`src/rtl/dr_tcam_pkg.sv`:
```
// Package: shared symbol codes and weight-pair type for the dual-rail
// ternary distance array. Assumes two-bit symbol codes.
package dr_tcam_pkg;

    typedef enum logic [1:0] {
        SYM_ZERO      = 2'b00,
        SYM_ONE       = 2'b01,
        SYM_DONT_CARE = 2'b10,
        SYM_RSVD      = 2'b11
    } sym_e;

    // Weight pair of one cell: one weight per search rail.
    typedef struct packed {
        logic w_true;
        logic w_comp;
    } wpair_t;

    // Map a legal symbol code onto its weight pair (reserved maps to wildcard,
    // but callers never store it).
    function automatic wpair_t sym_to_pair(input logic [1:0] code);
        wpair_t p;
        case (code)
            SYM_ZERO: begin p.w_true = 1'b1; p.w_comp = 1'b0; end
            SYM_ONE:  begin p.w_true = 1'b0; p.w_comp = 1'b1; end
            default:  begin p.w_true = 1'b0; p.w_comp = 1'b0; end
        endcase
        return p;
    endfunction

endpackage

```
`src/rtl/hd_cell.sv`:
```
// Module: hd_cell
// One comparison cell. It holds a weight pair and multiplies it with the
// dual-rail search bit. Assumes the rails are complementary, so at most one
// product is nonzero and the sum fits in one bit.
module hd_cell
    import dr_tcam_pkg::*;
(
    input  logic       clk,
    input  logic       rst_n,
    input  logic       wr_en_i,
    input  logic [1:0] wr_sym_i,
    input  logic       rail_t_i,
    input  logic       rail_c_i,
    output logic       contrib_o
);

    wpair_t w_q;

    // Weight storage: reset to wildcard, load legal codes, drop the reserved code.
    always_ff @(posedge clk) begin
        if (!rst_n) begin
            w_q <= '0;
        end else if (wr_en_i && (wr_sym_i != SYM_RSVD)) begin
            w_q <= sym_to_pair(wr_sym_i);
        end
    end

    // Weight-times-rail products, summed (mutually exclusive terms).
    always_comb begin
        contrib_o = (w_q.w_true & rail_t_i) | (w_q.w_comp & rail_c_i);
    end


    pair_legal_chk: assert property (@(posedge clk) disable iff (!rst_n)
        $countones(w_q) <= 1);


    rsvd_ignore_chk: assert property (@(posedge clk) disable iff (!rst_n)
        (wr_en_i && wr_sym_i == SYM_RSVD) |=> $stable(w_q));


    no_write_hold_chk: assert property (@(posedge clk) disable iff (!rst_n)
        !wr_en_i |=> $stable(w_q));

endmodule

```
`src/rtl/hd_column.sv`:
```
// Module: hd_column
// One stored word: BITS cells, a population count of their contributions,
// and a separate all-zero detect that forms the match line.
// Assumes the write enables are one-hot or zero across the cells.
module hd_column #(
    parameter int BITS   = 2,
    parameter int DIST_W = $clog2(BITS + 1)
) (
    input  logic              clk,
    input  logic              rst_n,
    input  logic [BITS-1:0]   wr_en_i,
    input  logic [1:0]        wr_sym_i,
    input  logic [BITS-1:0]   rail_t_i,
    input  logic [BITS-1:0]   rail_c_i,
    output logic [DIST_W-1:0] dist_o,
    output logic              zero_o
);

    logic [BITS-1:0] contrib;

    for (genvar b = 0; b < BITS; b++) begin : g_cell
        hd_cell u_cell (
            .clk      (clk),
            .rst_n    (rst_n),
            .wr_en_i  (wr_en_i[b]),
            .wr_sym_i (wr_sym_i),
            .rail_t_i (rail_t_i[b]),
            .rail_c_i (rail_c_i[b]),
            .contrib_o(contrib[b])
        );
    end

    // Distance: sum of cell contributions.
    always_comb begin
        dist_o = '0;
        for (int i = 0; i < BITS; i++) begin
            dist_o = dist_o + DIST_W'(contrib[i]);
        end
    end

    // Match line: no cell contributes.
    always_comb begin
        zero_o = ~|contrib;
    end

endmodule

```
`src/rtl/dr_tcam_hd.sv`:
```
// Module: dr_tcam_hd (top)
// Parallel ternary Hamming-distance search array. It expands the search word
// into true/complement rails, decodes single-cell writes, and registers the
// per-column distance and match results. Assumes write indices outside the
// array are simply not decoded.
module dr_tcam_hd #(
    parameter int WORDS  = 4,
    parameter int BITS   = 2,
    localparam int COL_W  = (WORDS > 1) ? $clog2(WORDS) : 1,
    localparam int BIT_W  = (BITS > 1) ? $clog2(BITS) : 1,
    localparam int DIST_W = $clog2(BITS + 1)
) (
    input  logic                    clk,
    input  logic                    rst_n,
    input  logic                    wr_en_i,
    input  logic [COL_W-1:0]        wr_col_i,
    input  logic [BIT_W-1:0]        wr_bit_i,
    input  logic [1:0]              wr_sym_i,
    input  logic                    srch_valid_i,
    input  logic [BITS-1:0]         srch_word_i,
    output logic                    res_valid_o,
    output logic [WORDS*DIST_W-1:0] res_dist_o,
    output logic [WORDS-1:0]        res_match_o
);

    logic [BITS-1:0]         rail_t;
    logic [BITS-1:0]         rail_c;
    logic [WORDS*DIST_W-1:0] col_dist;
    logic [WORDS-1:0]        col_zero;

    // Dual-rail expansion of the search word.
    always_comb begin
        rail_t = srch_word_i;
        rail_c = ~srch_word_i;
    end

    for (genvar c = 0; c < WORDS; c++) begin : g_col
        logic [BITS-1:0] cell_we;

        // Write decode: select the one addressed cell of this column.
        always_comb begin
            for (int b = 0; b < BITS; b++) begin
                cell_we[b] = wr_en_i && (wr_col_i == COL_W'(c)) && (wr_bit_i == BIT_W'(b));
            end
        end

        hd_column #(
            .BITS  (BITS),
            .DIST_W(DIST_W)
        ) u_column (
            .clk     (clk),
            .rst_n   (rst_n),
            .wr_en_i (cell_we),
            .wr_sym_i(wr_sym_i),
            .rail_t_i(rail_t),
            .rail_c_i(rail_c),
            .dist_o  (col_dist[c*DIST_W +: DIST_W]),
            .zero_o  (col_zero[c])
        );


        match_dist_chk: assert property (@(posedge clk) disable iff (!rst_n)
            res_valid_o |-> (res_match_o[c] == (res_dist_o[c*DIST_W +: DIST_W] == '0)));


        no_overflow_chk: assert property (@(posedge clk) disable iff (!rst_n)
            res_dist_o[c*DIST_W +: DIST_W] <= DIST_W'(BITS));
    end

    // Result registers: capture on a search strobe, hold otherwise.
    always_ff @(posedge clk) begin
        if (!rst_n) begin
            res_valid_o <= 1'b0;
            res_dist_o  <= '0;
            res_match_o <= '0;
        end else begin
            res_valid_o <= srch_valid_i;
            if (srch_valid_i) begin
                res_dist_o  <= col_dist;
                res_match_o <= col_zero;
            end
        end
    end


    valid_rise_chk: assert property (@(posedge clk) disable iff (!rst_n)
        srch_valid_i |=> res_valid_o);


    valid_drop_chk: assert property (@(posedge clk) disable iff (!rst_n)
        !srch_valid_i |=> !res_valid_o);


    result_hold_chk: assert property (@(posedge clk) disable iff (!rst_n)
        !srch_valid_i |=> ($stable(res_dist_o) && $stable(res_match_o)));

endmodule

```
`config.mk`:
```
export PLATFORM = sky130hd
export DESIGN_NAME = dr_tcam_hd
export DESIGN_NICKNAME = d
export VERILOG_FILES = /design/src/rtl/dr_tcam_pkg.sv /design/src/rtl/hd_cell.sv /design/src/rtl/hd_column.sv /design/src/rtl/dr_tcam_hd.sv
export SDC_FILE = /design/constraint.sdc
export NUM_CORES = 1
export LEC_CHECK = 0
export ABC_AREA = 1
export BUFFER_PORTS_ARGS = -buffer_cell sky130_fd_sc_hd__buf_4
export CAP_MARGIN = 5
export CORE_ASPECT_RATIO = 0.75
export CORE_MARGIN = 2
export CORE_UTILIZATION = 46
export DETAILED_ROUTE_END_ITERATION = 12
export PLACE_DENSITY = 0.66
export SLEW_MARGIN = 20
export SYNTH_ARGS = -nofsm -noshare
export SYNTH_HDL_FRONTEND = slang
export SYNTH_SLANG_ARGS = --single-unit
```
`constraint.sdc`:
```
create_clock -name clk -period 1.3 [get_ports clk]
set_clock_uncertainty 0.05 [all_clocks]
set_input_delay 0.13 -clock clk [delete_from_list [all_inputs] [get_ports clk]]
set_output_delay 0.13 -clock clk [all_outputs]
set_load 0.01 [all_outputs]
```
==> results of run 1 <==
## stage by stage
stage               utilization (%)  cells
detailed placement             53.9    258
finish                         56.9    265
global placement               53.9    258
floorplan                         -    203
global route                   56.9    265
CTS                            56.9    265
## placed cells by master (no fill, tap or decap)
master / instances
nand3_2: 2
nor2_1: 57
clkbuf_8: 6
a21oi_1: 2
nand2_1: 42
nor2_2: 8
dfxtp_1: 29
o21ai_0: 20
or2_1: 1
ha_1: 8
inv_1: 22
buf_4: 23
nand3_1: 6
clkbuf_1: 1
## worst register-to-register path, cell delays in order, from the launching register on
cell     delay, ps
dfxtp_1        300
o21ai_0        300
ha_1           300
nor2_1         100
nor2_1          50
## flip-flops by register name (all words and copies together) (netlist names)
register,count
res_dist_o,8
res_valid_o,1
g_col.u_column.g_cell.u_cell.w_q,16
res_match_o,4
## Yosys cell counts (all sizes together)
library cell and count:
ha 8, clkbuf 2, nand3 8, nor2 65
dfxtp 29, o21ai 20, inv 22, buf 4
or2 1, nand2 42, a21oi 2
## cell families after synthesis
| group | after synthesis |
|---|---|
| AO/OA/AOI/OAI | 22 |
| adder cells (fa/ha/maj) | 8 |
| buffers and inverters | 28 |
| flip-flops | 29 |
| AND/OR/NAND/NOR | 116 |
## power groups by stage
stage	Sequential (mW)	Clock (mW)	Combinational, mW
CTS	0.953	0.741	0.279
detailed placement	0.971	0	0.277
global placement	0.969	0	0.269
finish	0.952	0.719	0.276
global route	0.957	0.782	0.317
floorplan	0.982	0	0.163
## layout make-up
class | instances | area share, %
sequential | 29 | 35.0
inverter | 22 | 4.98
multi-input combinational | 146 | 41.5
timing repair buffer | 23 | 10.4
clock buffer | 7 | 5.21
tap | 38 | 2.87
## final timing paths
check                                       startpoint                                        end  slack, ps  cells after the start
max          g_col[0].u_column.g_cell[0].u_cell.w_q[0]                              res_dist_o[0]         90                      4
min                                       srch_valid_i                                res_valid_o        110                      3
max reg2reg  g_col[0].u_column.g_cell[0].u_cell.w_q[0]                              res_dist_o[0]         90                      4
min reg2reg  g_col[1].u_column.g_cell[1].u_cell.w_q[0]  g_col[1].u_column.g_cell[1].u_cell.w_q[0]        440                      2
## per-layer routing
layer / vias up / track usage (%)
met5: - / 0
met4: 0 / 6.80
met3: 4 / 5.63
met2: 26 / 30.4
met1: 584 / 22.9
li1: 668 / -
==> results.sh, run 1 <==
export IMPL_synth_nets=222
export IMPL_drive_gt1_share_pct=17.2
export IMPL_drv_cap=0
export IMPL_clkTransAtPathRegs_ps=50
export IMPL_routabilityCongestion=0.772
export IMPL_relSlewSlack_pct=77.6
export IMPL_first_pass_iters=4
export IMPL_crit_family="flip-flops"
export IMPL_routedLengthMet1_mm=1.30
export IMPL_cts_root_buf="clkbuf_8"
export IMPL_cpPeakStageDelay_ps=300
export IMPL_synth_cell_types=16
export IMPL_finalCritPeriodShare_pct=93.3
export IMPL_cp_max_fo=2
export IMPL_nNetsFinal=246
export IMPL_worstPathBufferInverterCount=0
export IMPL_synthTopCellsByArea="dfxtp_1 (41%), nor2_1 (15%), nand2_1 (11%)"
export IMPL_holdBufCountCts=0
export IMPL_synthMuxAreaShare_pct=0
export IMPL_routed_wl_mm=2.81
export IMPL_multi_input_area_um2=688
export IMPL_hold_path_class="primary input to flip-flop"
export IMPL_pwr_share_seq_pct=48.9
export IMPL_tns_ps=0
export IMPL_crit_type="flip-flop to flip-flop"
export IMPL_endpoint_kind="flip-flop"
export IMPL_combPwrFrac_pct=14.2
export IMPL_p_int_mw=1.46
export IMPL_layout_min_cycle_time_ps=1210
export IMPL_ir_drop_mv=0.786
export IMPL_die_h_um=51.8
export IMPL_vias=1282
export IMPL_seq_area_um2=581
export IMPL_worstMarginPinSlew_ps=333
export IMPL_drc=0
export IMPL_status="complete, no violations"
export IMPL_synth_top_cell_by_area="dfxtp_1"
export IMPL_dpl_cell_area_mm2=0.00157
export IMPL_via_per_inst=4.84
export IMPL_top_layer="met4"
export IMPL_rsz0062_at_grt="false"
export IMPL_ys_seq_area_share_pct=41.4
export IMPL_fillers=283
export IMPL_cts_sinks=29
export IMPL_grt_first_pass_wirelength_mm=4.81
export IMPL_core_rowCount=17
export IMPL_slew_violations=0
export IMPL_n_antenna_cell=0
export IMPL_p_per_area_mw_per_mm2=1170
export IMPL_grt_pass1_vias=1191
export IMPL_crit_chain="o21ai_0 > ha_1 > nor2_1 > nor2_1"
export IMPL_cts_resized=0
export IMPL_final_area_mm2=0.00166
export IMPL_holdWs_ps=113
export IMPL_switching_share_pct=24.8
export IMPL_syn_area_per_cell_um2=6.90
export IMPL_post_cts_setup_buffer_count=0
export IMPL_yosys_area_share_simple_pct=34.1
export IMPL_grt_max_degree=30
export IMPL_first_iter_violations=64
export IMPL_ys_ff_latch=29
export IMPL_syn_area_mm2=0.00140
export IMPL_port_buffers=23
export IMPL_cts_tree="built"
export IMPL_synthAdderAreaFrac_pct=7.14
export IMPL_pin_count=24
export IMPL_setup_ws_ps=86.6
export IMPL_yosys_warnings=0
export IMPL_setup_viol=0
export IMPL_leakage_nw=0.815
export IMPL_synth_top_area_share_pct=41.4
export IMPL_antenna_found_initial=0
export IMPL_start_util_pct=48.1
export IMPL_avgRoutedWirePerCell_um=10.6
export IMPL_cpMostUsedCell="nor2_1"
export IMPL_critPathArrivalTime_ps=1320
export IMPL_start_kind="flip-flop"
export IMPL_synthCells=203
export IMPL_h_tree_depth=2
export IMPL_fp_dieArea_mm2=0.00351
export IMPL_fmax_mhz=824
export IMPL_required_ps=1410
export IMPL_core_mm2=0.00291
export IMPL_met2_length_mm=1.32
export IMPL_area_growth_pct=18.3
export IMPL_clock_path_buffers=2
export IMPL_clk_latency_ps=270
export IMPL_synth_top_family_by_area="simple AND/OR/NAND/NOR gates"
export IMPL_wl_met3_um=167
export IMPL_grt_usage_pct=18.6
export IMPL_synth_compound_area_share_pct=7.86
export IMPL_dp_slack_ps=78.1
export IMPL_hpwl_mm=2.06
export IMPL_cts_buffers=5
export IMPL_synth_xor_area_share_pct=0
export IMPL_ant_nets=0
export IMPL_p_switching_uw=483
export IMPL_slowest_stage="dfxtp_1"
export IMPL_total_power_mw=1.95
export IMPL_pwr_share_clk_pct=36.9
export IMPL_die_w_um=67.7
export IMPL_hold_viol=0
export IMPL_gr_total_overflow=0
Power figures use the tool's default switching activity.
==> inputs of run 2 (changes only) <==
--- a/config.mk
+++ b/config.mk
@@ -5,15 +5,14 @@
 export SDC_FILE = /design/constraint.sdc
 export NUM_CORES = 1
 export LEC_CHECK = 0
-export ABC_AREA = 1
 export BUFFER_PORTS_ARGS = -buffer_cell sky130_fd_sc_hd__buf_4
 export CAP_MARGIN = 5
 export CORE_ASPECT_RATIO = 0.75
 export CORE_MARGIN = 2
 export CORE_UTILIZATION = 46
 export DETAILED_ROUTE_END_ITERATION = 12
-export PLACE_DENSITY = 0.66
-export SLEW_MARGIN = 20
+export PLACE_DENSITY = 0.67
+export SLEW_MARGIN = 10
 export SYNTH_ARGS = -nofsm -noshare
 export SYNTH_HDL_FRONTEND = slang
 export SYNTH_SLANG_ARGS = --single-unit
==> run 2 against run 1 <==
Net effect: cell count shrank 29%; non-clock buffer count grew 2; clock power grew 1%; total power shrank 6.0%; highest routed layer unchanged; worst setup slack gained 32 ps; critical endpoint unchanged; synthesized area shrank 4.3%; largest power group unchanged.
==> results.sh, run 2 <==
export IMPL_final_area_mm2=0.00162
export IMPL_fillers=230
export IMPL_cts_buffers=5
export IMPL_hold_path_class="primary input to flip-flop"
export IMPL_hpwl_mm=1.92
export IMPL_reg_top3="g_col.u_column.g_cell.u_cell.w_q x16, res_dist_o x8, res_match_o x4"
export IMPL_dpl_cell_area_mm2=0.00154
export IMPL_pwr_share_clk_pct=39.8
export IMPL_layout_min_cycle_time_ps=1180
export IMPL_core_rowCount=16
export IMPL_ys_ff_latch=29
export IMPL_die_h_um=50.8
export IMPL_cp_max_fo=2
export IMPL_gr_total_overflow=0
export IMPL_regMostFlops="g_col.u_column.g_cell.u_cell.w_q"
export IMPL_nNetsFinal=172
export IMPL_post_synth_top_count_cell="dfxtp_1"
export IMPL_via_per_inst=5.43
export IMPL_dp_slack_ps=27.8
export IMPL_fmax_mhz=846
export IMPL_start_kind="flip-flop"
export IMPL_worstPathBufferInverterCount=0
export IMPL_ant_nets=0
export IMPL_core_mm2=0.00268
export IMPL_vias=1026
export IMPL_post_cts_setup_buffer_count=0
export IMPL_fp_dieArea_mm2=0.00337
export IMPL_clock_path_buffers=2
export IMPL_first_iter_violations=54
export IMPL_setup_ws_ps=118
export IMPL_leakage_nw=0.768
export IMPL_final_instance_count_excl_fill=189
export IMPL_synth_cell_types=17
export IMPL_endpoint_kind="flip-flop"
export IMPL_grt_usage_pct=18.7
export IMPL_antenna_found_initial=0
export IMPL_cts_sinks=29
export IMPL_port_buffers=23
export IMPL_die_w_um=66.4
export IMPL_drc=0
export IMPL_pwr_share_seq_pct=50.4
export IMPL_holdBufCountCts=0
export IMPL_synth_commonest_cells="dfxtp_1 (29), mux2i_1 (20), nor2b_1 (12)"
export IMPL_synth_ff_type="dfxtp_1"
export IMPL_grt_max_degree=31
export IMPL_p_switching_uw=416
export IMPL_synth_edf_count=0
export IMPL_p_per_area_mw_per_mm2=1130
export IMPL_synth_top_area_share_pct=43.3
export IMPL_first_pass_iters=4
export IMPL_crit_chain="mux2i_1 > ha_1 > mux2i_1 > nor2b_1"
export IMPL_cts_tree="built"
export IMPL_synthCells=131
export IMPL_syn_area_per_cell_um2=10.2
export IMPL_combPwrFrac_pct=9.8
export IMPL_slew_violations=0
export IMPL_p_int_mw=1.42
export IMPL_required_ps=1420
export IMPL_cts_resized=0
export IMPL_cpPeakStageDelay_ps=310
export IMPL_drive_gt1_share_pct=25.5
export IMPL_crit_type="flip-flop to flip-flop"
export IMPL_clkTransAtPathRegs_ps=60
export IMPL_crit_family="multiplexers"
export IMPL_routed_wl_mm=2.76
export IMPL_async_reset_ff_share_pct=0
export IMPL_ir_drop_mv=0.663
export IMPL_synth_top_cell_by_area="dfxtp_1"
export IMPL_switching_share_pct=22.7
export IMPL_routabilityCongestion=0.798
export IMPL_slowest_stage="dfxtp_1"
export IMPL_hold_viol=0
export IMPL_area_growth_pct=20.9
export IMPL_cpMostUsedCell="mux2i_1"
export IMPL_largest_reg_flops=16
export IMPL_multi_input_area_um2=692
export IMPL_h_tree_depth=2
export IMPL_relSlewSlack_pct=77.1
export IMPL_start_util_pct=50.0
export IMPL_yosys_warnings=0
export IMPL_clk_latency_ps=270
export IMPL_avgRoutedWirePerCell_um=14.6
export IMPL_status="complete, no violations"
export IMPL_final_core_util_pct=60.4
export IMPL_grt_pass1_vias=973
export IMPL_synthTopCellsByArea="dfxtp_1 (43%), mux2i_1 (15%), ha_1 (7.5%)"
export IMPL_layout_commonest_cell="dfxtp_1"
export IMPL_seq_area_um2=581
export IMPL_cts_root_buf="clkbuf_8"
export IMPL_rsz0062_at_grt="false"
export IMPL_place_inst=182
export IMPL_mostFrequentLayoutCells="dfxtp_1 (29), buf_4 (25), mux2i_1 (20)"
export IMPL_ys_seq_area_share_pct=43.3
export IMPL_pin_count=24
export IMPL_finalCritPeriodShare_pct=90.9
export IMPL_syn_area_mm2=0.00134
export IMPL_tns_ps=0
export IMPL_drv_cap=0
export IMPL_total_power_mw=1.83
export IMPL_grt_first_pass_wirelength_mm=4.51
export IMPL_critPathArrivalTime_ps=1300
export IMPL_n_antenna_cell=0
export IMPL_worstMarginPinSlew_ps=343
export IMPL_setup_viol=0
export IMPL_synth_nets=150
export IMPL_holdWs_ps=162
run 2: cell types whose count changed after synthesis, moves of 8 or more:
cell | before | now
clkbuf_1 | 0 | 9
inv_1 | 22 | 8
mux2i_1 | 0 | 20
nand2_1 | 42 | 1
nor2_1 | 57 | 9
nor2_2 | 8 | 0
nor2b_1 | 0 | 12
o211ai_1 | 0 | 8
o21ai_0 | 20 | 8
o221a_2 | 0 | 8
run 2: tightest hold or removal path: cells and delay by family:
kind / cells / cell delay (ps)
and+or+nand+nor: 1 / 140
buffers and inverters: 1 / 80
AOI/OAI and AO/OA: 1 / 80
run 2: layout make-up:
type	instances	share of cell area, %
repair buffers	25	11.6
well taps	36	2.78
flip-flops and latches	29	35.8
multi-input cells	84	42.7
inverters	8	1.85
clock buffers	7	5.32
run 2: logic make-up after synthesis:
logic type | share of synthesized area [%]
AND/OR/NAND/NOR | 15.0
flip-flops | 43.3
AO/OA/AOI/OAI | 14.2
multiplexers | 14.9
buffers and inverters | 5.13
adder cells (fa/ha/maj) | 7.46
run 2: power groups by stage:
stage | Clock (mW) | Combinational, mW | Sequential [mW]
2_1_floorplan | 0 | 0.0982 | 0.946
3_3_place_gp | 0 | 0.173 | 0.941
3_5_place_dp | 0 | 0.179 | 0.941
4_1_cts | 0.748 | 0.181 | 0.922
5_1_grt | 0.783 | 0.196 | 0.923
6_report | 0.729 | 0.179 | 0.922
run 2: per-layer routing:
metal / share of wire (%) / track usage, % / wire length (um)
met1: 47 / 22.5 / 1300
met2: 48 / 30.0 / 1320
met4: 1.6 / 9.18 / 44
met5: 0 / 0 / 0
met3: 3.3 / 6.05 / 92
run 2: path summary, 6_finish.rpt:
check / startpoint / to / slack [ps] / cells past startpoint
worst min register to register: g_col[1].u_column.g_cell[1].u_cell.w_q[1] / g_col[1].u_column.g_cell[1].u_cell.w_q[1] / 460 / 2
worst min-delay path: wr_col_i[0] / g_col[0].u_column.g_cell[0].u_cell.w_q[1] / 160 / 3
worst max-delay path: g_col[0].u_column.g_cell[0].u_cell.w_q[1] / res_dist_o[0] / 120 / 4
worst max register to register: g_col[0].u_column.g_cell[0].u_cell.w_q[1] / res_dist_o[0] / 120 / 4
